**src/rtl/mdma_pkg.sv**
```systemverilog
package mdma_pkg;

    typedef enum logic [2:0] {
        ST_IDLE,
        ST_WAIT_REQ,
        ST_SETUP,
        ST_STROBE,
        ST_RECOVER,
        ST_HOLD
    } mdma_state_e;

    // Round a nanosecond interval up to whole clock cycles (minimum one).
    function automatic int ns_to_cyc(input int ns, input int mhz);
        int c;
        c = (ns * mhz + 999) / 1000;
        return (c < 1) ? 1 : c;
    endfunction

    function automatic int imax(input int a, input int b);
        return (a > b) ? a : b;
    endfunction

endpackage

```
**src/rtl/mdma_timer.sv**
```systemverilog
module mdma_timer #(
    parameter int W = 3
) (
    input  logic         clk,
    input  logic         rst_n,
    input  logic         load,
    input  logic [W-1:0] load_val,
    output logic         expired
);
    logic [W-1:0] cnt_q;

    always_ff @(posedge clk or negedge rst_n) begin
        if (!rst_n) begin
            cnt_q <= '0;
        end else if (load) begin
            cnt_q <= load_val;
        end else if (cnt_q != '0) begin
            cnt_q <= cnt_q - 1'b1;
        end
    end

    assign expired = (cnt_q == '0);
endmodule

```
**src/rtl/mdma_wcount.sv**
```systemverilog
module mdma_wcount #(
    parameter int W = 16
) (
    input  logic         clk,
    input  logic         rst_n,
    input  logic         load,
    input  logic [W-1:0] load_val,
    input  logic         dec,
    output logic         zero
);
    logic [W-1:0] left_q;

    always_ff @(posedge clk or negedge rst_n) begin
        if (!rst_n) begin
            left_q <= '0;
        end else if (load) begin
            left_q <= load_val;
        end else if (dec && left_q != '0) begin
            left_q <= left_q - 1'b1;
        end
    end

    assign zero = (left_q == '0);
endmodule

```
**src/rtl/mdma_host.sv**
```systemverilog
module mdma_host
    import mdma_pkg::*;
#(
    parameter int DATA_W         = 16,
    parameter int CNT_W          = 16,
    parameter int CLK_MHZ        = 48,
    parameter int T_ASSERT_NS    = 80,
    parameter int T_NEGATE_NS    = 36,
    parameter int T_CYCLE_NS     = 120,
    parameter int T_DSETUP_NS    = 40,
    parameter int T_WHOLD_NS     = 18,
    parameter int T_ACK_SETUP_NS = 18,
    parameter int T_ACK_HOLD_NS  = 20,
    parameter int T_CS_SETUP_NS  = 36,
    parameter int T_CS_HOLD_NS   = 18
) (
    input  logic              clk,
    input  logic              rst_n,
    input  logic              start,
    input  logic              dir_write,
    input  logic [CNT_W-1:0]  word_count,
    output logic              busy,
    output logic              done,
    input  logic              dmarq,
    output logic              dmack_n,
    output logic              dior_n,
    output logic              diow_n,
    output logic [1:0]        cs_n,
    input  logic [DATA_W-1:0] dd_in,
    output logic [DATA_W-1:0] dd_out,
    output logic              dd_oe,
    input  logic [DATA_W-1:0] in_data,
    input  logic              in_valid,
    output logic              in_ready,
    output logic [DATA_W-1:0] out_data,
    output logic              out_valid,
    input  logic              out_ready
);
    // Derived cycle counts
    localparam int ACT_CYC  = imax(ns_to_cyc(T_ASSERT_NS, CLK_MHZ),
                                   ns_to_cyc(T_DSETUP_NS, CLK_MHZ));
    localparam int NEG_CYC  = imax(ns_to_cyc(T_NEGATE_NS, CLK_MHZ),
                                   ns_to_cyc(T_CYCLE_NS, CLK_MHZ) - ACT_CYC);
    localparam int LEAD_CYC = imax(ns_to_cyc(T_ACK_SETUP_NS, CLK_MHZ),
                                   ns_to_cyc(T_CS_SETUP_NS, CLK_MHZ));
    localparam int HOLD_CYC = imax(ns_to_cyc(T_ACK_HOLD_NS, CLK_MHZ),
                                   imax(ns_to_cyc(T_WHOLD_NS, CLK_MHZ),
                                        ns_to_cyc(T_CS_HOLD_NS, CLK_MHZ)));
    localparam int MAX_CYC  = imax(imax(ACT_CYC, NEG_CYC), imax(LEAD_CYC, HOLD_CYC));
    localparam int TMR_W    = $clog2(MAX_CYC + 1);

    mdma_state_e      state_q, state_d;
    logic             dir_q;
    logic             accept;
    logic             go;
    logic             tmr_load;
    logic [TMR_W-1:0] tmr_val;
    logic             tmr_done;
    logic             cnt_zero;
    logic             strobe_start;
    logic             ack_d;

    assign accept = (state_q == ST_IDLE) && start && (word_count != '0);
    assign go     = dmarq && !cnt_zero && (dir_q ? in_valid : out_ready);

    // Next-state logic
    always_comb begin
        state_d = state_q;
        unique case (state_q)
            ST_IDLE:     if (accept)   state_d = ST_WAIT_REQ;
            ST_WAIT_REQ: if (dmarq)    state_d = ST_SETUP;
            ST_SETUP:    if (tmr_done) state_d = go ? ST_STROBE : ST_HOLD;
            ST_STROBE:   if (tmr_done) state_d = ST_RECOVER;
            ST_RECOVER:  if (tmr_done) state_d = go ? ST_STROBE : ST_HOLD;
            ST_HOLD:     if (tmr_done) state_d = ST_IDLE;
            default:                   state_d = ST_IDLE;
        endcase
    end

    // Interval timer load
    always_comb begin
        tmr_load = (state_d != state_q);
        unique case (state_d)
            ST_SETUP:   tmr_val = TMR_W'(LEAD_CYC - 1);
            ST_STROBE:  tmr_val = TMR_W'(ACT_CYC - 1);
            ST_RECOVER: tmr_val = TMR_W'(NEG_CYC - 1);
            ST_HOLD:    tmr_val = TMR_W'(HOLD_CYC - 1);
            default:    tmr_val = '0;
        endcase
    end

    assign strobe_start = tmr_load && (state_d == ST_STROBE);
    assign in_ready     = strobe_start && dir_q;
    assign ack_d        = (state_d == ST_SETUP) || (state_d == ST_STROBE) ||
                          (state_d == ST_RECOVER) || (state_d == ST_HOLD);

    mdma_timer #(.W(TMR_W)) u_timer (
        .clk      (clk),
        .rst_n    (rst_n),
        .load     (tmr_load),
        .load_val (tmr_val),
        .expired  (tmr_done)
    );

    mdma_wcount #(.W(CNT_W)) u_wcount (
        .clk      (clk),
        .rst_n    (rst_n),
        .load     (accept),
        .load_val (word_count),
        .dec      (strobe_start),
        .zero     (cnt_zero)
    );

    // State register
    always_ff @(posedge clk or negedge rst_n) begin
        if (!rst_n) begin
            state_q <= ST_IDLE;
            dir_q   <= 1'b0;
        end else begin
            state_q <= state_d;
            if (accept) dir_q <= dir_write;
        end
    end

    // Registered outputs, decoded from the next state
    always_ff @(posedge clk or negedge rst_n) begin
        if (!rst_n) begin
            dmack_n   <= 1'b1;
            dior_n    <= 1'b1;
            diow_n    <= 1'b1;
            cs_n      <= 2'b10;
            dd_oe     <= 1'b0;
            dd_out    <= '0;
            out_data  <= '0;
            out_valid <= 1'b0;
            busy      <= 1'b0;
            done      <= 1'b0;
        end else begin
            dmack_n   <= !ack_d;
            dior_n    <= !((state_d == ST_STROBE) && !dir_q);
            diow_n    <= !((state_d == ST_STROBE) && dir_q);
            cs_n      <= ack_d ? 2'b11 : 2'b10;
            dd_oe     <= ack_d && dir_q;
            busy      <= (state_d != ST_IDLE);
            done      <= (state_q == ST_HOLD) && tmr_done;
            out_valid <= (state_q == ST_STROBE) && tmr_done && !dir_q;
            if (in_ready) dd_out <= in_data;
            if ((state_q == ST_STROBE) && tmr_done && !dir_q) out_data <= dd_in;
        end
    end
endmodule

```
**config.mk**
```make
export PLATFORM = sky130hd
export DESIGN_NAME = mdma_host
export DESIGN_NICKNAME = d
export VERILOG_FILES = /design/src/rtl/mdma_pkg.sv /design/src/rtl/mdma_timer.sv /design/src/rtl/mdma_wcount.sv /design/src/rtl/mdma_host.sv
export SDC_FILE = /design/constraint.sdc
export NUM_CORES = 1
export LEC_CHECK = 0
export ABC_AREA = 0
export CORE_MARGIN = 5
export CORE_UTILIZATION = 50
export DETAILED_ROUTE_END_ITERATION = 16
export DONT_BUFFER_PORTS = 1
export HOLD_SLACK_MARGIN = 0.03
export PLACE_DENSITY = 0.8
export SLEW_MARGIN = 20
export SYNTH_ARGS = -nofsm -noshare
export SYNTH_HDL_FRONTEND = slang
export SYNTH_SLANG_ARGS = --single-unit
```
**constraint.sdc**
```tcl
create_clock -name clk -period 2.59 [get_ports clk]
set_input_delay 0.518 -clock clk [delete_from_list [all_inputs] [get_ports clk]]
set_output_delay 0.518 -clock clk [all_outputs]
set_load 0.03 [all_outputs]
```
==> results of run 1 <==
==> registers in the layout, indices dropped and copies added (netlist names) <==
signal           cells
state_q              3
u_timer.cnt_q        3
dir_q                1
dmack_n              1
out_valid            1
out_data            16
dior_n               1
u_wcount.left_q     16
done                 1
cs_n                 1
dd_oe                1
busy                 1
diow_n               1
dd_out              16
==> worst register-to-register path, cell delays in order (launching register included) <==
cell	delay, ns
dfrtp_1	0.45
nor4_2	0.28
buf_4	0.16
nand4_1	0.15
o2bb2ai_2	0.18
o311ai_2	0.10
a21o_1	0.19
buf_4	0.29
mux2_2	0.38
==> repair_timing <==
action / in CTS / in global routing
pin swaps: 2 / 1
endpoints found under the setup margin: 1 / 1
buffers inserted: 6 / 0
resized for setup: 7 / 4
hold buffers: 1 / 0
endpoints found under the hold margin: 63 / 0
==> cell families (layout without fill, tap and decap cells) <==
group / Yosys count / count (layout) / share of synthesized area, %
other: 1 / 1 / 0.126
and+or+nand+nor: 121 / 121 / 20.1
xor gates and xnor gates: 17 / 17 / 5.63
adders and majority gates: 3 / 3 / 1.26
AOI/OAI and AO/OA: 32 / 32 / 6.73
buffers and inverters: 20 / 44 / 4.37
DFF: 63 / 63 / 53.1
muxes: 20 / 20 / 8.62
==> metrics by stage <==
| stage | utilization [%] | cells | power, mW |
|---|---|---|---|
| 2_1_floorplan | - | 277 | 3.48 |
| 3_3_place_gp | 52.5 | 353 | 3.69 |
| 3_5_place_dp | 52.5 | 353 | 3.77 |
| 4_1_cts | 57.7 | 376 | 4.76 |
| 5_1_grt | 58.1 | 376 | 5.04 |
| 6_report | 58.1 | 376 | 4.74 |
==> worst max path at each step <==
| stage | from | end | slack [ns] | cells past startpoint |
|---|---|---|---|---|
| 4_1_cts | u_timer.cnt_q[1]$_DFFE_PN0P_ | in_ready | -0.06 | 9 |
| 2_1_floorplan | u_timer.cnt_q[0]$_DFFE_PN0P_ | in_ready | 0.02 | 10 |
| 5_1_grt | u_timer.cnt_q[0]$_DFFE_PN0P_ | in_ready | -0.19 | 9 |
| 3_5_place_dp | word_count[11] | dd_out[2]$_DFFE_PN0P_ | -0.08 | 7 |
| 3_3_place_gp | word_count[11] | in_ready | -0.04 | 7 |
| 6_report | u_timer.cnt_q[1]$_DFFE_PN0P_ | in_ready | -0.05 | 9 |
==> cell type report <==
cell class / count / area, um^2 / share of cell area [%]
clock buffer: 10 / 138 / 4.05
clock inverter: 6 / 70.1 / 2.06
inverter: 8 / 33.8 / 0.994
multi-input combinational: 194 / 1310 / 38.4
sequential: 63 / 1580 / 46.6
tap: 75 / 93.8 / 2.76
timing repair buffer: 20 / 174 / 5.12
==> metal layers <==
metal / up-vias / share of wire (%)
li1: 981 / -
met1: 962 / 41
met2: 69 / 49
met3: 9 / 8.5
met4: 0 / 1.6
met5: - / 0
==> power by group through the flow <==
| stage | clock network, mW | registers [mW] | logic, mW |
|---|---|---|---|
| after floorplan | 0 | 2.32 | 1.16 |
| after global placement | 0 | 2.44 | 1.26 |
| after detailed placement | 0 | 2.47 | 1.30 |
| after CTS | 0.885 | 2.45 | 1.42 |
| after global routing | 0.933 | 2.53 | 1.58 |
| final | 0.861 | 2.46 | 1.42 |
==> placed cells by master (no fill, tap or decap), types with 2 or more instances in the layout <==
master      count
a31oi_1         2
nand4b_1        2
nand2_1        53
clkinvlp_4      4
clkbuf_8       10
dfrtp_1        58
nor4_1          9
clkinv_4        2
nor2_1         24
nand3_1         3
mux2_2          9
nor4_2          2
inv_2           3
o21ai_0         2
dfrtp_2         2
nand3b_1        2
mux2i_1         2
nand2b_1        2
inv_1           3
xor2_1          4
ha_1            2
dfstp_2         3
nand4_1         3
mux2_4          9
buf_4          18
or4_1           2
a21oi_1        20
nor3_1          4
or3_1           3
xnor2_1        12
==> metrics, run 1 <==
status finished, violations left; violations in the final reports setup timing; #FFs+latches synth 63; Hold Crit Class in -> async; worst-path maximum fanout 4; Avg Cell Area, Syn 10.7 um^2; HPWL Detailed 4.43 mm; Synth top area share 50.5%; ordered list of cells on the worst path inv_2 -> ha_4 -> or2b_4 -> nor4_4 -> o2bb2ai_2 -> o311ai_2 -> a21o_1 -> clkinvlp_4 -> buf_6; Worst Path Arrival 2.13 ns; post-synthesis instance area 2980 um^2; met3 Use GR 4.07%; DIE HEIGHT 87.1 um; Area growth syn-to-layout 14.2%; Synth area leader dfrtp_1; Skew-Pair Late Insertion Delay 0.33 ns; synth top area cells dfrtp_1 (50%), nand2_1 (6.7%), mux2_4 (4.5%), xnor2_1 (3.5%), mux2_2 (3.4%); worst r2r src u_wcount.left_q[6]$_DFFE_PN0P_; worst reg2reg path depth 8; cts bufs inserted 9; WHS 0.0464 ns; FFs w/ async S/R, synth 100%; total die area 7590 um^2; most frequent cell after synthesis dfrtp_1; switching pwr 2.06 mW; CP max stage cell dfrtp_1; post-route ant nets 0; Initial DRT Pass Iterations 4; P_int 2.68 mW; Final period util 102%; M2 GR Usage 27.5%; Primary FF master, synth dfrtp_1; ant diodes 0; CTS tree done; FF-to-FF End dd_out[2]$_DFFE_PN0P_; Setup TNS Final -0.0544 ns; CP delay by family, top compound AO/OA/AOI/OAI gates; fill cell count 499; setup violators final 1; CORE AREA 5850 um^2; Post-synth EDFFs 0; post-layout min period 2.64 ns; Netlist cell types 50; Slew @ Worst Pin 0.585 ns; Sequential Power Share 52.0%; I/O pins 97; post-synthesis net count 335; PwrDens 1400 nW/um^2; FMAX 378 MHz; placed cell area 3070 um^2; first-pass GRT wire length 9.90 mm; GRT busiest layer met2; Synth Instances 277; dpl ws -0.0839 ns; clock sinks 63; max-slew violation count 0; Warnings, synthesis 0; CP Launch Type register; Post-Route WL 6.18 mm; Comb power frac 29.9%; RSZ-0062 raised after global routing yes; Detailed Route Iter0 Violations 49; switching share of power 43.5%; vias per std cell 5.38; Buf/Inv on CP 3; final hold vios 0; gr ovfl total 0; row cnt 28; Final nets 354; DR vias 2021; H-tree Lvls 3; largest net degree at the start of global routing 64; maxcap violations 0; Clock Root Buffer clkbuf_8; register area share after synthesis 53.1%; post-route clock skew 0.00581 ns; DRC Markers 0; GP Congestion 0.876; maximum vdd drop 0.000674 V; layout cell share with drive strength beyond 1 24.6%; clock power share 18.2%; Initial Util 50.9%; slowest cell delay on critical path 0.39 ns; gr usage total 16.7%; met1 Use GR 20.7%; Chip Width 87.1 um; vias in the first global route 2133; Leak Pwr 1.47 nW; initial antenna violation count 0; Required @ worst endpoint 2.07 ns; Rel. slew slack 60.4%; clock buffer depth 2; crit path kind reg -> out; crit end category primary output; synth cell count leaders dfrtp_1 (60), nand2_1 (53), nor2_1 (24); I/O Buffers 0; worst setup margin -0.0544 ns; post-route cell area 3400 um^2; Wirelength per Cell 16.4 um; Clock Pin Slew Worst Setup and Hold Paths 0.07 ns; R2R Setup Slk 0.31 ns
Note: power is estimated with default switching activity, not from simulation.
==> inputs of run 2 (changes only) <==
--- a/config.mk
+++ b/config.mk
@@ -6,13 +6,13 @@
 export NUM_CORES = 1
 export LEC_CHECK = 0
 export ABC_AREA = 0
+export CAP_MARGIN = 40
 export CORE_MARGIN = 5
-export CORE_UTILIZATION = 50
+export CORE_UTILIZATION = 45
 export DETAILED_ROUTE_END_ITERATION = 16
 export DONT_BUFFER_PORTS = 1
 export HOLD_SLACK_MARGIN = 0.03
-export PLACE_DENSITY = 0.8
-export SLEW_MARGIN = 20
+export PLACE_DENSITY = 0.74
 export SYNTH_ARGS = -nofsm -noshare
 export SYNTH_HDL_FRONTEND = slang
 export SYNTH_SLANG_ARGS = --single-unit
==> metrics, run 2 (synthesis gave the netlist of run 1 again) <==
ant diodes 0 (unchanged); DR vias 2076 (+2.7%); Skew-Pair Late Insertion Delay 0.34 ns (about the same); I/O Buffers 0 (unchanged); post-route clock skew 0.00419 ns (-0.00162 ns); commonest non-fill, non-tap cell in the layout dfrtp_1; HPWL Detailed 4.51 mm (+1.7%); post-route ant nets 0 (unchanged); most frequent cells in the layout dfrtp_1 (59), nand2_1 (53), nor2_1 (24), buf_4 (24), a21oi_1 (20); Clock Root Buffer clkbuf_8; Detailed Route Iter0 Violations 58 (+18%); GP Congestion 0.817 (-6.8%); gr usage total 15.8% (-0.95 points); clock power share 19.1% (+0.9 points); P_int 2.81 mW (+4.8%); worst-path maximum fanout 4 (unchanged); met3 Use GR 5.62% (+1.6 points); Final period util 105% (+3.1 points); Initial DRT Pass Iterations 4 (unchanged); Initial Util 46.6% (-4.3 points); biggest regs dd_out: 16 flops, out_data: 16 flops, u_wcount.left_q: 16 flops; crit path kind reg -> out; row cnt 29 (+3.6%); Tot Pwr 4.92 mW (+3.9%); CTS tree done; Chip Width 91.3 um (+4.8%); worst setup margin -0.134 ns (-0.0796 ns); Area growth syn-to-layout 17.3%; gr ovfl total 0 (unchanged); maxcap violations 0 (unchanged); Worst Path Arrival 2.21 ns (+0.08 ns); post-layout min period 2.72 ns (+0.0796 ns); Final nets 360 (+1.7%); Required @ worst endpoint 2.07 ns (about the same); Setup TNS Final -0.134 ns (-0.0796 ns); RSZ-0062 raised after global routing yes; vias per std cell 5.41 (+0.58%); clock buffer depth 2 (unchanged); Slew @ Worst Pin 0.567 ns (-0.0183 ns); M2 GR Usage 24.2% (-3.3 points); Clock Pin Slew Worst Setup and Hold Paths 0.07 ns (about the same); final hold vios 0 (unchanged); total die area 8340 um^2 (+9.8%); PwrDens 1410 nW/um^2 (+1.1%); met1 Use GR 20.4% (-0.30 points); maximum vdd drop 0.000922 V (+37%); switching pwr 2.11 mW (+2.6%); cts bufs inserted 9 (unchanged); Sequential Power Share 50.0% (-2.0 points); WHS 0.0308 ns (-0.0156 ns); H-tree Lvls 3 (unchanged); Comb power frac 30.9% (+1.0 points); first-pass GRT wire length 10.6 mm (+6.8%); Rel. slew slack 62.0% (+1.6 points); Hold Crit Class in -> async; GRT busiest layer met2; dpl ws -0.0233 ns (+0.0606 ns); FMAX 367 MHz (-2.9%); crit end category primary output; CP Launch Type register; switching share of power 42.9% (-0.52 points); DRC Markers 0 (unchanged); vias in the first global route 2143 (+0.47%); status finished, violations left; max-slew violation count 0 (unchanged); Leak Pwr 1.52 nW (+3.1%); initial antenna violation count 0 (unchanged); clock sinks 63 (unchanged); Post-Route WL 6.45 mm (+4.4%); CORE AREA 6390 um^2 (+9.2%); layout cell share with drive strength beyond 1 26.7% (+2.1 points); largest net degree at the start of global routing 64 (unchanged); DIE HEIGHT 91.3 um (+4.8%); setup violators final 1 (unchanged); violations in the final reports setup timing; I/O pins 97 (unchanged); Wirelength per Cell 16.8 um (+2.2%)
[run 2: per-layer routing]
layer,wire length (um),share of wire [%],vias up
met4,79,1.2,0
met2,2980,46,86
li1,-,-,998
met3,556,8.6,10
met1,2830,44,982
met5,0,0,-
[run 2: path summary, 6_finish.rpt]
check	from	endpoint	slack, ns	cells past startpoint
max	u_timer.cnt_q[1]$_DFFE_PN0P_	in_ready	-0.13	9
min	rst_n	dd_out[7]$_DFFE_PN0P_	0.03	1
max reg2reg	u_wcount.left_q[1]$_DFFE_PN0P_	dd_out[5]$_DFFE_PN0P_	0.13	10
min reg2reg	u_wcount.left_q[5]$_DFFE_PN0P_	u_wcount.left_q[5]$_DFFE_PN0P_	0.59	2
max in group asynchronous	rst_n	dior_n$_DFF_PN1_	2.22	1
min in group clk	dd_in[11]	out_data[11]$_DFFE_PN0P_	0.28	2
[run 2: cell type report]
type                    count  area, um^2
clock buffers               9         124
clock inverters             7        97.6
fillers                   546        2900
inverters                   8        33.8
multi-input cells         194        1340
flip-flops and latches     63        1580
well taps                  77        96.3
repair buffers             26         219
[run 2: power groups by stage]
stage	clock network [mW]	logic [mW]	registers [mW]
final	0.939	1.52	2.46
after global routing	1.01	1.70	2.53
after CTS	0.961	1.47	2.45
after detailed placement	0	1.33	2.45
after global placement	0	1.29	2.44
after floorplan	0	1.16	2.32
[run 2: critical path, cell delays in order, from the launching register on]
cell        delay, ns
dfrtp_1          0.40
inv_2            0.09
ha_4             0.13
or2b_4           0.29
nor4_4           0.23
o2bb2ai_4        0.18
o311ai_4         0.12
a21o_1           0.22
clkinvlp_4       0.08
buf_6            0.12
[run 2: through the flow]
step	instance area [um^2]	instances	utilization (%)
CTS	3440	382	53.9
floorplan	2980	277	-
detailed placement	3090	357	48.4
finish	3490	384	54.7
global route	3490	384	54.7
global placement	3090	357	48.4
[run 2: repair_timing]
action,in CTS,in global routing
pin swaps,4,2
setup buffers,8,2
gates resized for setup,8,7
hold buffers,1,0
endpoints found under the hold margin,63,0
endpoints found under the setup margin,1,1
